`src/rtl/mrb_pkg.sv`:
```
package mrb_pkg;
   localparam int unsigned BUS_W   = 32;
   localparam int unsigned HALF_W  = BUS_W / 2;
   localparam int unsigned ADDR_W  = 4;
   localparam int unsigned N_CTRL  = 3;
   localparam int unsigned LANES   = 4;
   localparam int unsigned TDAT_W  = 8;

   localparam logic [ADDR_W-1:0] OFF_LANE = 4'd0;
   localparam logic [ADDR_W-1:0] OFF_TEST = 4'd1;
   localparam logic [ADDR_W-1:0] OFF_TURN = 4'd2;
   localparam logic [ADDR_W-1:0] OFF_STAT = 4'd3;

   // implemented bits of each control register
   localparam logic [HALF_W-1:0] IMPL_LANE = 16'hFFFF;
   localparam logic [HALF_W-1:0] IMPL_TEST = 16'h07FF;
   localparam logic [HALF_W-1:0] IMPL_TURN = 16'h0C0F;

   // reset values: test-clock (bit 9) is the only bit that resets high
   localparam logic [HALF_W-1:0] RST_LANE = 16'h0000;
   localparam logic [HALF_W-1:0] RST_TEST = 16'h0200;
   localparam logic [HALF_W-1:0] RST_TURN = 16'h0000;

   function automatic logic [HALF_W-1:0] impl_of(input int unsigned idx);
      case (idx)
         0:       impl_of = IMPL_LANE;
         1:       impl_of = IMPL_TEST;
         default: impl_of = IMPL_TURN;
      endcase
   endfunction

   function automatic logic [HALF_W-1:0] rst_of(input int unsigned idx);
      case (idx)
         0:       rst_of = RST_LANE;
         1:       rst_of = RST_TEST;
         default: rst_of = RST_TURN;
      endcase
   endfunction
endpackage

```
`src/rtl/mrb_mask_reg.sv`:
```
module mrb_mask_reg #(
   parameter int unsigned          W    = 16,
   parameter logic [W-1:0]         IMPL = '1,
   parameter logic [W-1:0]         RSTV = '0
) (
   input  logic         clk,
   input  logic         rst,
   input  logic         wr_en,
   input  logic [W-1:0] wr_mask,
   input  logic [W-1:0] wr_data,
   output logic [W-1:0] q
);
   logic [W-1:0] eff_mask;

   if ((RSTV & ~IMPL) != '0) begin : g_bad_rst
      $error("mrb_mask_reg: reset value sets unimplemented bits");
   end

   assign eff_mask = wr_mask & IMPL;

   always_ff @(posedge clk) begin
      if (rst)
         q <= RSTV;
      else if (wr_en)
         q <= (q & ~eff_mask) | (wr_data & eff_mask);
   end

   // bits outside the write mask never change
   a_r1_unmasked_hold: assert property (@(posedge clk) disable iff (rst)
      wr_en |=> (((q ^ $past(q)) & ~$past(wr_mask)) == '0));

   // with no write, the register holds
   a_r1_idle_hold: assert property (@(posedge clk) disable iff (rst)
      !wr_en |=> $stable(q));

   // unimplemented bits stay clear
   a_r4_unimpl_zero: assert property (@(posedge clk) disable iff (rst)
      (q & ~IMPL) == '0);
endmodule

```
`src/rtl/mrb_rd_mux.sv`:
```
module mrb_rd_mux
   import mrb_pkg::*;
#(
   parameter int unsigned NR = N_CTRL
) (
   input  logic                 rd_en,
   input  logic [ADDR_W-1:0]    addr,
   input  logic [HALF_W-1:0]    regs [NR],
   input  logic [TDAT_W-1:0]    stat,
   output logic [BUS_W-1:0]     rdata
);
   logic [HALF_W-1:0] sel;

   always_comb begin
      sel = '0;
      for (int i = 0; i < NR; i++) begin
         if (addr == ADDR_W'(i)) sel = regs[i];
      end
      if (addr == OFF_STAT) sel = HALF_W'(stat);
   end

   assign rdata = rd_en ? {{(BUS_W-HALF_W){1'b0}}, sel} : '0;
endmodule

```
`src/rtl/mrb_top.sv`:
```
module mrb_top
   import mrb_pkg::*;
(
   input  logic                 clk,
   input  logic                 rst,
   input  logic                 bus_valid,
   input  logic                 bus_write,
   input  logic [ADDR_W-1:0]    bus_addr,
   input  logic [BUS_W-1:0]     bus_wdata,
   output logic [BUS_W-1:0]     bus_rdata,
   input  logic [TDAT_W-1:0]    tst_dout,
   output logic [LANES-1:0]     lane_en,
   output logic [LANES-1:0]     force_rx,
   output logic [LANES-1:0]     force_stop,
   output logic [LANES-1:0]     turn_dis,
   output logic [TDAT_W-1:0]    tst_din,
   output logic                 tst_en,
   output logic                 tst_clk,
   output logic                 tst_clr,
   output logic [LANES-1:0]     turn_req,
   output logic                 clkinv_a,
   output logic                 clkinv_b
);
   logic [HALF_W-1:0] creg [N_CTRL];
   logic              rd_en;

   if (BUS_W != 2 * HALF_W || LANES * 4 > HALF_W) begin : g_bad_cfg
      $error("mrb_top: bus width does not fit the field layout");
   end

   assign rd_en = bus_valid && !bus_write;

   for (genvar i = 0; i < N_CTRL; i++) begin : g_reg
      logic hit;
      assign hit = bus_valid && bus_write && (bus_addr == ADDR_W'(i));
      mrb_mask_reg #(
         .W    (HALF_W),
         .IMPL (impl_of(i)),
         .RSTV (rst_of(i))
      ) u_reg (
         .clk     (clk),
         .rst     (rst),
         .wr_en   (hit),
         .wr_mask (bus_wdata[BUS_W-1:HALF_W]),
         .wr_data (bus_wdata[HALF_W-1:0]),
         .q       (creg[i])
      );
   end

   mrb_rd_mux #(.NR(N_CTRL)) u_rd (
      .rd_en (rd_en),
      .addr  (bus_addr),
      .regs  (creg),
      .stat  (tst_dout),
      .rdata (bus_rdata)
   );

   assign lane_en    = creg[OFF_LANE][3:0];
   assign force_rx   = creg[OFF_LANE][7:4];
   assign force_stop = creg[OFF_LANE][11:8];
   assign turn_dis   = creg[OFF_LANE][15:12];
   assign tst_din    = creg[OFF_TEST][7:0];
   assign tst_en     = creg[OFF_TEST][8];
   assign tst_clk    = creg[OFF_TEST][9];
   assign tst_clr    = creg[OFF_TEST][10];
   assign turn_req   = creg[OFF_TURN][3:0];
   assign clkinv_a   = creg[OFF_TURN][10];
   assign clkinv_b   = creg[OFF_TURN][11];

   // mask half never returns on the bus
   a_r6_upper_zero: assert property (@(posedge clk) disable iff (rst)
      bus_rdata[BUS_W-1:HALF_W] == '0);

   // status offset reflects the read-back input
   a_r5_status_read: assert property (@(posedge clk) disable iff (rst)
      (rd_en && bus_addr == OFF_STAT) |-> bus_rdata == BUS_W'(tst_dout));

   // undecoded offsets read as zero
   a_r7_undecoded_zero: assert property (@(posedge clk) disable iff (rst)
      (rd_en && bus_addr > OFF_STAT) |-> bus_rdata == '0);

   // first cycle after reset: lanes off, test clock high
   a_r8_reset_state: assert property (@(posedge clk) disable iff (rst)
      $past(rst) |-> (lane_en == '0 && tst_clk && !tst_en && turn_req == '0));

   // a status write leaves every control field alone
   a_r5_status_nowrite: assert property (@(posedge clk) disable iff (rst)
      (bus_valid && bus_write && bus_addr == OFF_STAT) |=>
         ($stable(lane_en) && $stable(tst_din) && $stable(turn_req)));
endmodule

```
`config.mk`:
```
export PLATFORM = sky130hd
export DESIGN_NAME = mrb_top
export DESIGN_NICKNAME = d
export VERILOG_FILES = /design/src/rtl/mrb_pkg.sv /design/src/rtl/mrb_mask_reg.sv /design/src/rtl/mrb_rd_mux.sv /design/src/rtl/mrb_top.sv
export SDC_FILE = /design/constraint.sdc
export NUM_CORES = 1
export LEC_CHECK = 0
export BUFFER_PORTS_ARGS = -buffer_cell sky130_fd_sc_hd__buf_2
export CORE_ASPECT_RATIO = 2
export CORE_MARGIN = 1.5
export CORE_UTILIZATION = 50
export CTS_CLUSTER_DIAMETER = 200
export DETAILED_ROUTE_END_ITERATION = 12
export PLACE_DENSITY = 0.91
export SETUP_SLACK_MARGIN = 0.02
export SLEW_MARGIN = 10
export SYNTH_ARGS = -nofsm -noshare
export SYNTH_HDL_FRONTEND = slang
export SYNTH_HIERARCHICAL = 1
export SYNTH_SLANG_ARGS = --single-unit
```
`constraint.sdc`:
```
create_clock -name clk -period 3.3 [get_ports clk]
set_input_delay 0.165 -clock clk [delete_from_list [all_inputs] [get_ports clk]]
set_output_delay 0.165 -clock clk [all_outputs]
set_load 0.02 [all_outputs]
```
==> results.py, run 1 <==
metrics = {
    "clocking": {
        "cts_hold_buffers": 0,
        "post_cts_buffers": 0,
        "cts_buffer_depth": 2,
        "cts_root_buf": "clkbuf_8",
        "htreeDepth": 2,
        "clk_pin_slew_ns": 0.07,
        "worstSkewPairLatency_ns": 0.28,
        "cts_buffers": 5,
        "clock-sinks": 33,
        "ctsResizeCount": 0,
        "cts_tree": "yes",
    },
    "synthesis": {
        "yosysTopAreaCell": "dfxtp_1",
        "syn_inst": 253,
        "synth_area_um2": 2290,
        "yosysWarningCount": 6,
        "ys_ff_latch": 33,
        "synth_seq_area_share": 0.288,
        "yosys-top-cells-area": "dfxtp_1, a21bo_1, buf_4",
        "yosysTopAreaCellShare": 0.288,
        "synth.distinct_cells": 31,
        "postSynthAreaPerCell_um2": 9.07,
    },
    "grt": {
        "grt_antenna_before_repair": 0,
        "grt_max_degree": 34,
        "grt_pass1_wl_um": 9070,
        "track_usage": 0.233,
        "grt-ovfl-total": 0,
        "grt_pass1_vias": 2003,
    },
    "setup_path": {
        "required_ns": 3.13,
        "cp-start-kind": "input pin",
        "worstSetupPathType": "in2out",
        "endpoint_kind": "output port",
        "cp.arrival_ns": 1.65,
        "crit_fanout": 29,
    },
    "sta": {
        "fin_ws_ns": 1.49,
        "min_period_ns": 1.81,
        "rsz0062_at_grt": "no",
        "setup_violations": 0,
        "max_slew_margin": 0.462,
        "whs_ns": 0.133,
        "post-route-period-util": 0.550,
        "drv_slew": 0,
        "worst_pin_slew_ns": 0.804,
        "tns_ns": 0,
        "hold_viol": 0,
        "fmax_mhz": 551,
        "worst_clock_skew_ns": 0,
    },
    "run_status": {
        "status": "finished, final reports clean",
    },
    "placement": {
        "pre_cts_slack_ns": 1.47,
        "gp_congestion": 0.816,
        "placed_cells": 385,
        "numPortBuffers": 96,
        "placed_area_um2": 2610,
        "dp_hpwl_um": 4250,
    },
    "die": {
        "die_h_um": 98.8,
        "dieArea_um2": 5030,
        "ios": 113,
        "die_w_um": 50.9,
        "floorplan.initialDensity": 0.524,
        "coreArea_um2": 4380,
        "row_count": 34,
    },
    "routing": {
        "drtPass1Iterations": 4,
        "drt-initial-drc-count": 35,
        "drc": 0,
        "wl_per_cell_um": 14.3,
        "vias": 2099,
        "wirelength_um": 5630,
        "vias_per_cell": 5.34,
        "drtAntennaViolNets": 0,
    },
    "power_and_ir_drop": {
        "p_leak_nw": 1.21,
        "pwr_density_cell_nw_per_um2": 306,
        "ir_drop_uv": 226,
        "total_power_uw": 825,
    },
    "finish": {
        "n_fill_cell": 396,
        "antenna-diode-count": 0,
        "stdcell_area_um2": 2690,
        "fin_cells": 393,
        "area_growth_pct": 17.3,
        "fin_nets": 386,
        "final_core_util": 0.614,
        "drive_above_1_share": 0.416,
    },
    "job": {
        "maxCapViolations": 0,
    },
    "min_path": {
        "hold_class": "in2reg",
    },
}
cells by family after synthesis:
family	share of synthesized area
DFF	0.288
other	0.00491
and+or+nand+nor	0.161
muxes	0.0638
buffers and inverters	0.159
AOI/OAI and AO/OA	0.323
cells in the mapped netlist:
cell,count
nand4bb_1,1
or3b_1,1
nand4bb_4,1
a21oi_1,32
a21oi_2,7
nand3_1,32
o21ai_0,4
a211oi_1,1
buf_4,32
dfxtp_1,33
mux2_2,13
or2_1,1
a21bo_1,27
o22ai_1,8
o221ai_2,7
nor3b_2,2
a21bo_2,5
conb_1,3
buf_2,4
nor3_1,2
buf_6,7
nor2b_1,1
nand2_1,1
a311o_1,1
nand2b_1,9
clkbuf_1,4
nor2_1,9
clkbuf_2,2
or4b_4,1
a21boi_0,1
nor3b_1,1
cell usage in the layout (no fill, tap or decap), types with 2 or more instances in the layout:
| cell | n |
|---|---|
| dfxtp_1 | 33 |
| nand2b_1 | 9 |
| mux2_2 | 13 |
| a21bo_2 | 5 |
| o22ai_1 | 8 |
| o21ai_0 | 4 |
| a21bo_1 | 27 |
| clkbuf_1 | 3 |
| nor2_1 | 9 |
| o221ai_2 | 7 |
| nor3b_2 | 2 |
| clkbuf_8 | 5 |
| conb_1 | 31 |
| buf_4 | 3 |
| buf_2 | 96 |
| nand3_1 | 32 |
| a21oi_2 | 7 |
| a21oi_1 | 32 |
critical path, cell delays in order:
cell and delay [ns]:
buf_2 0.45, or2_1 0.44, o21ai_0 0.13, a211oi_1 0.24
buf_2 0.20
layer usage:
layer / wire (µm) / vias to the layer above / global-route usage
met4: 116 / 0 / 0.0936
met3: 281 / 9 / 0.0424
met5: 0 / - / 0
li1: - / 1024 / -
met2: 3140 / 73 / 0.440
met1: 2100 / 993 / 0.241
area by class of cell:
| type | instances | area (µm²) | share of cell area |
|---|---|---|---|
| multi-input combinational | 199 | 1380 | 0.513 |
| sequential | 33 | 661 | 0.245 |
| timing repair buffer | 99 | 503 | 0.187 |
| clock buffer | 8 | 80.1 | 0.0298 |
| tap | 54 | 67.6 | 0.0251 |
final timing paths:
kind                 start             to  slack (ns)  cells past startpoint
max            bus_addr[0]  bus_rdata[14]        1.49                      5
min          bus_wdata[15]           flop        0.13                      3
max reg2reg           flop           flop        2.45                      2
min reg2reg           flop           flop        0.59                      2
power breakdown:
part           switching (mW)  internal, mW
Sequential            0.00135         0.400
Combinational          0.0824        0.0449
Clock                   0.147         0.150
Note: power is estimated with default switching activity, not from simulation.
==> run 2, diff against run 1 <==
ABC_AREA = 1   (was unset)
CORE_UTILIZATION = 44   (was 50)
PLACE_DENSITY = 0.83   (was 0.91)
clock period = 1.49 ns   (was 3.3 ns; I/O delays follow)
==> run 2 against run 1 <==
Against the previous run: clock power grew to 3.2 times the previous value; global-route usage is 1.6 points lower; sequential share of layout area fell by 3.3 points; first-iteration DRC count up 140%; critical endpoint is now bus_rdata[12]; power rose to 2.7 times the previous value; largest cell class unchanged; clock-buffer cell count shrank 3; largest power group is now the clock network; wire length is 22% higher.
==> results.py, run 2 <==
metrics = {
    "power_and_ir_drop": {
        "p_seq_frac": 0.408,
        "cellInternalPower_mw": 1.60,
        "p_comb_frac": 0.156,
        "pwr-share-clk": 0.436,
        "total_power_mw": 2.20,
        "pwr_density_cell_nw_per_um2": 705,
        "swShare": 0.272,
        "p_leak_nw": 1.82,
        "ir_drop_uv": 579,
        "power_switching_uw": 598,
    },
    "synthesis": {
        "synth_most_common_cell": "nand2_1",
        "netlist_top_cells_count": "nand2_1, nor2_1, inv_1, buf_4, dfxtp_1",
        "synth_flop_cell": "dfxtp_1",
        "syn_inst": 440,
        "yosysTopAreaCell": "dfxtp_1",
        "yosysWarningCount": 6,
        "postSynthAreaPerCell_um2": 5.96,
        "synth_seq_area_share": 0.252,
        "ys_ff_latch": 33,
        "synth_edf_count": 0,
        "synth.distinct_cells": 21,
        "yosysTopAreaCellShare": 0.252,
        "synth_area_um2": 2620,
        "yosys-top-cells-area": "dfxtp_1, nand2_1, nor2_1",
        "async_flop_share": 0,
    },
    "die": {
        "ios": 113,
        "coreArea_um2": 5710,
        "die_h_um": 112,
        "row_count": 39,
        "floorplan.initialDensity": 0.460,
        "die_w_um": 57.6,
        "dieArea_um2": 6460,
    },
    "sta": {
        "setup_violations": 0,
        "worst_clock_skew_ns": 0,
        "rsz0062_at_grt": "no",
        "post-route-period-util": 0.875,
        "fin_ws_ns": 0.186,
        "tns_ns": 0,
        "max_slew_margin": 0.597,
        "whs_ns": 0.0263,
        "worst_pin_slew_ns": 0.604,
        "min_period_ns": 1.30,
        "fmax_mhz": 767,
        "drv_slew": 0,
        "hold_viol": 0,
    },
    "setup_path": {
        "worstSetupPathType": "in2out",
        "endpoint_kind": "output port",
        "cp-start-kind": "input pin",
        "crit_fanout": 10,
        "cp.arrival_ns": 1.23,
        "required_ns": 1.42,
    },
    "grt": {
        "grt_antenna_before_repair": 0,
        "grt_pass1_wl_um": 11100,
        "grt-ovfl-total": 0,
        "grt_max_degree": 17,
        "grt_pass1_vias": 2537,
        "track_usage": 0.218,
    },
    "clocking": {
        "cts_buffer_depth": 2,
        "clk_pin_slew_ns": 0.05,
        "ctsResizeCount": 0,
        "cts_root_buf": "clkbuf_16",
        "htreeDepth": 2,
        "worstSkewPairLatency_ns": 0.27,
        "post_cts_buffers": 0,
        "cts_buffers": 5,
        "cts_tree": "yes",
        "cts_hold_buffers": 0,
        "clock-sinks": 33,
    },
    "finish": {
        "stdcell_area_um2": 3110,
        "antenna-diode-count": 0,
        "n_fill_cell": 574,
        "multi_input_area_um2": 1480,
        "final_cell_mix": "nand2_1, nor2_1, buf_2",
        "final_core_util": 0.545,
        "fin_nets": 585,
        "fin_cells": 597,
        "seq_area_um2": 661,
        "area_growth_pct": 18.7,
        "drive_above_1_share": 0.265,
        "layout_commonest_cell": "nand2_1",
    },
    "routing": {
        "wirelength_um": 6900,
        "drt-initial-drc-count": 83,
        "vias": 2788,
        "drtPass1Iterations": 4,
        "drc": 0,
        "drtAntennaViolNets": 0,
        "vias_per_cell": 4.67,
        "wl_per_cell_um": 11.6,
    },
    "placement": {
        "pre_cts_slack_ns": 0.245,
        "placed_cells": 591,
        "dp_hpwl_um": 5480,
        "placed_area_um2": 2980,
        "numPortBuffers": 96,
        "gp_congestion": 0.918,
    },
    "job": {
        "maxCapViolations": 0,
    },
    "min_path": {
        "hold_class": "in2reg",
    },
    "run_status": {
        "status": "finished, final reports clean",
    },
}
==> run 2: cell count changes in the layout (fill, tap and decap cells not counted), moves of 7 or more <==
cell / previous run / this run
mux2_2: 13 / 0
a21bo_1: 27 / 0
nor2_1: 9 / 105
nand2_2: 0 / 10
nand3b_1: 0 / 18
inv_1: 0 / 52
buf_4: 3 / 10
nor2_2: 0 / 11
o22ai_1: 8 / 0
a21oi_1: 32 / 0
nand2b_1: 9 / 0
o221ai_2: 7 / 0
a21oi_2: 7 / 0
nand2_1: 1 / 123
==> run 2: cell type report <==
type | instances | share of cell area
multi-input cells | 336 | 0.476
inverters | 55 | 0.0671
well taps | 61 | 0.0245
clock buffers | 5 | 0.0402
clock inverters | 1 | 0.00161
flip-flops and latches | 33 | 0.212
repair buffers | 106 | 0.178
==> run 2: worst paths after layout <==
kind            startpoint       endpoint  slack [ns]  cells past startpoint
min reg2reg           flop           flop        0.50                      2
min          bus_wdata[14]           flop        0.03                      3
max            bus_addr[1]  bus_rdata[12]        0.19                      8
max reg2reg           flop           flop        0.77                      4
==> run 2: kinds of logic after synthesis <==
logic type / count (synthesis) / share of synthesized area
AO/OA/AOI/OAI: 4 / 0.0129
buffers and inverters: 99 / 0.224
flip-flops: 33 / 0.252
other: 3 / 0.00429
AND/OR/NAND/NOR: 301 / 0.507
==> run 2: power by group through the flow <==
| stage | sequential (mW) | combinational (mW) | clock (mW) |
|---|---|---|---|
| after CTS | 0.895 | 0.339 | 0.972 |
| after detailed placement | 0.914 | 0.338 | 0 |
| after floorplan | 0.921 | 0.269 | 0 |
| after global placement | 0.914 | 0.330 | 0 |
| final | 0.896 | 0.343 | 0.957 |
| after global routing | 0.896 | 0.376 | 1.01 |
==> run 2: metal layers <==
metal,track usage,part of all wire,vias up
li1,-,-,1443
met1,0.232,0.39,1222
met2,0.396,0.53,107
met3,0.0311,0.053,16
met4,0.112,0.031,0
met5,0,0,-
==> run 2: worst max-delay path, stage by stage <==
cell     delay, ns
buf_2         0.17
nor2_2        0.27
buf_4         0.21
nand3_1       0.08
nand2_1       0.06
nor2_1        0.04
nor2_1        0.13
buf_2         0.19
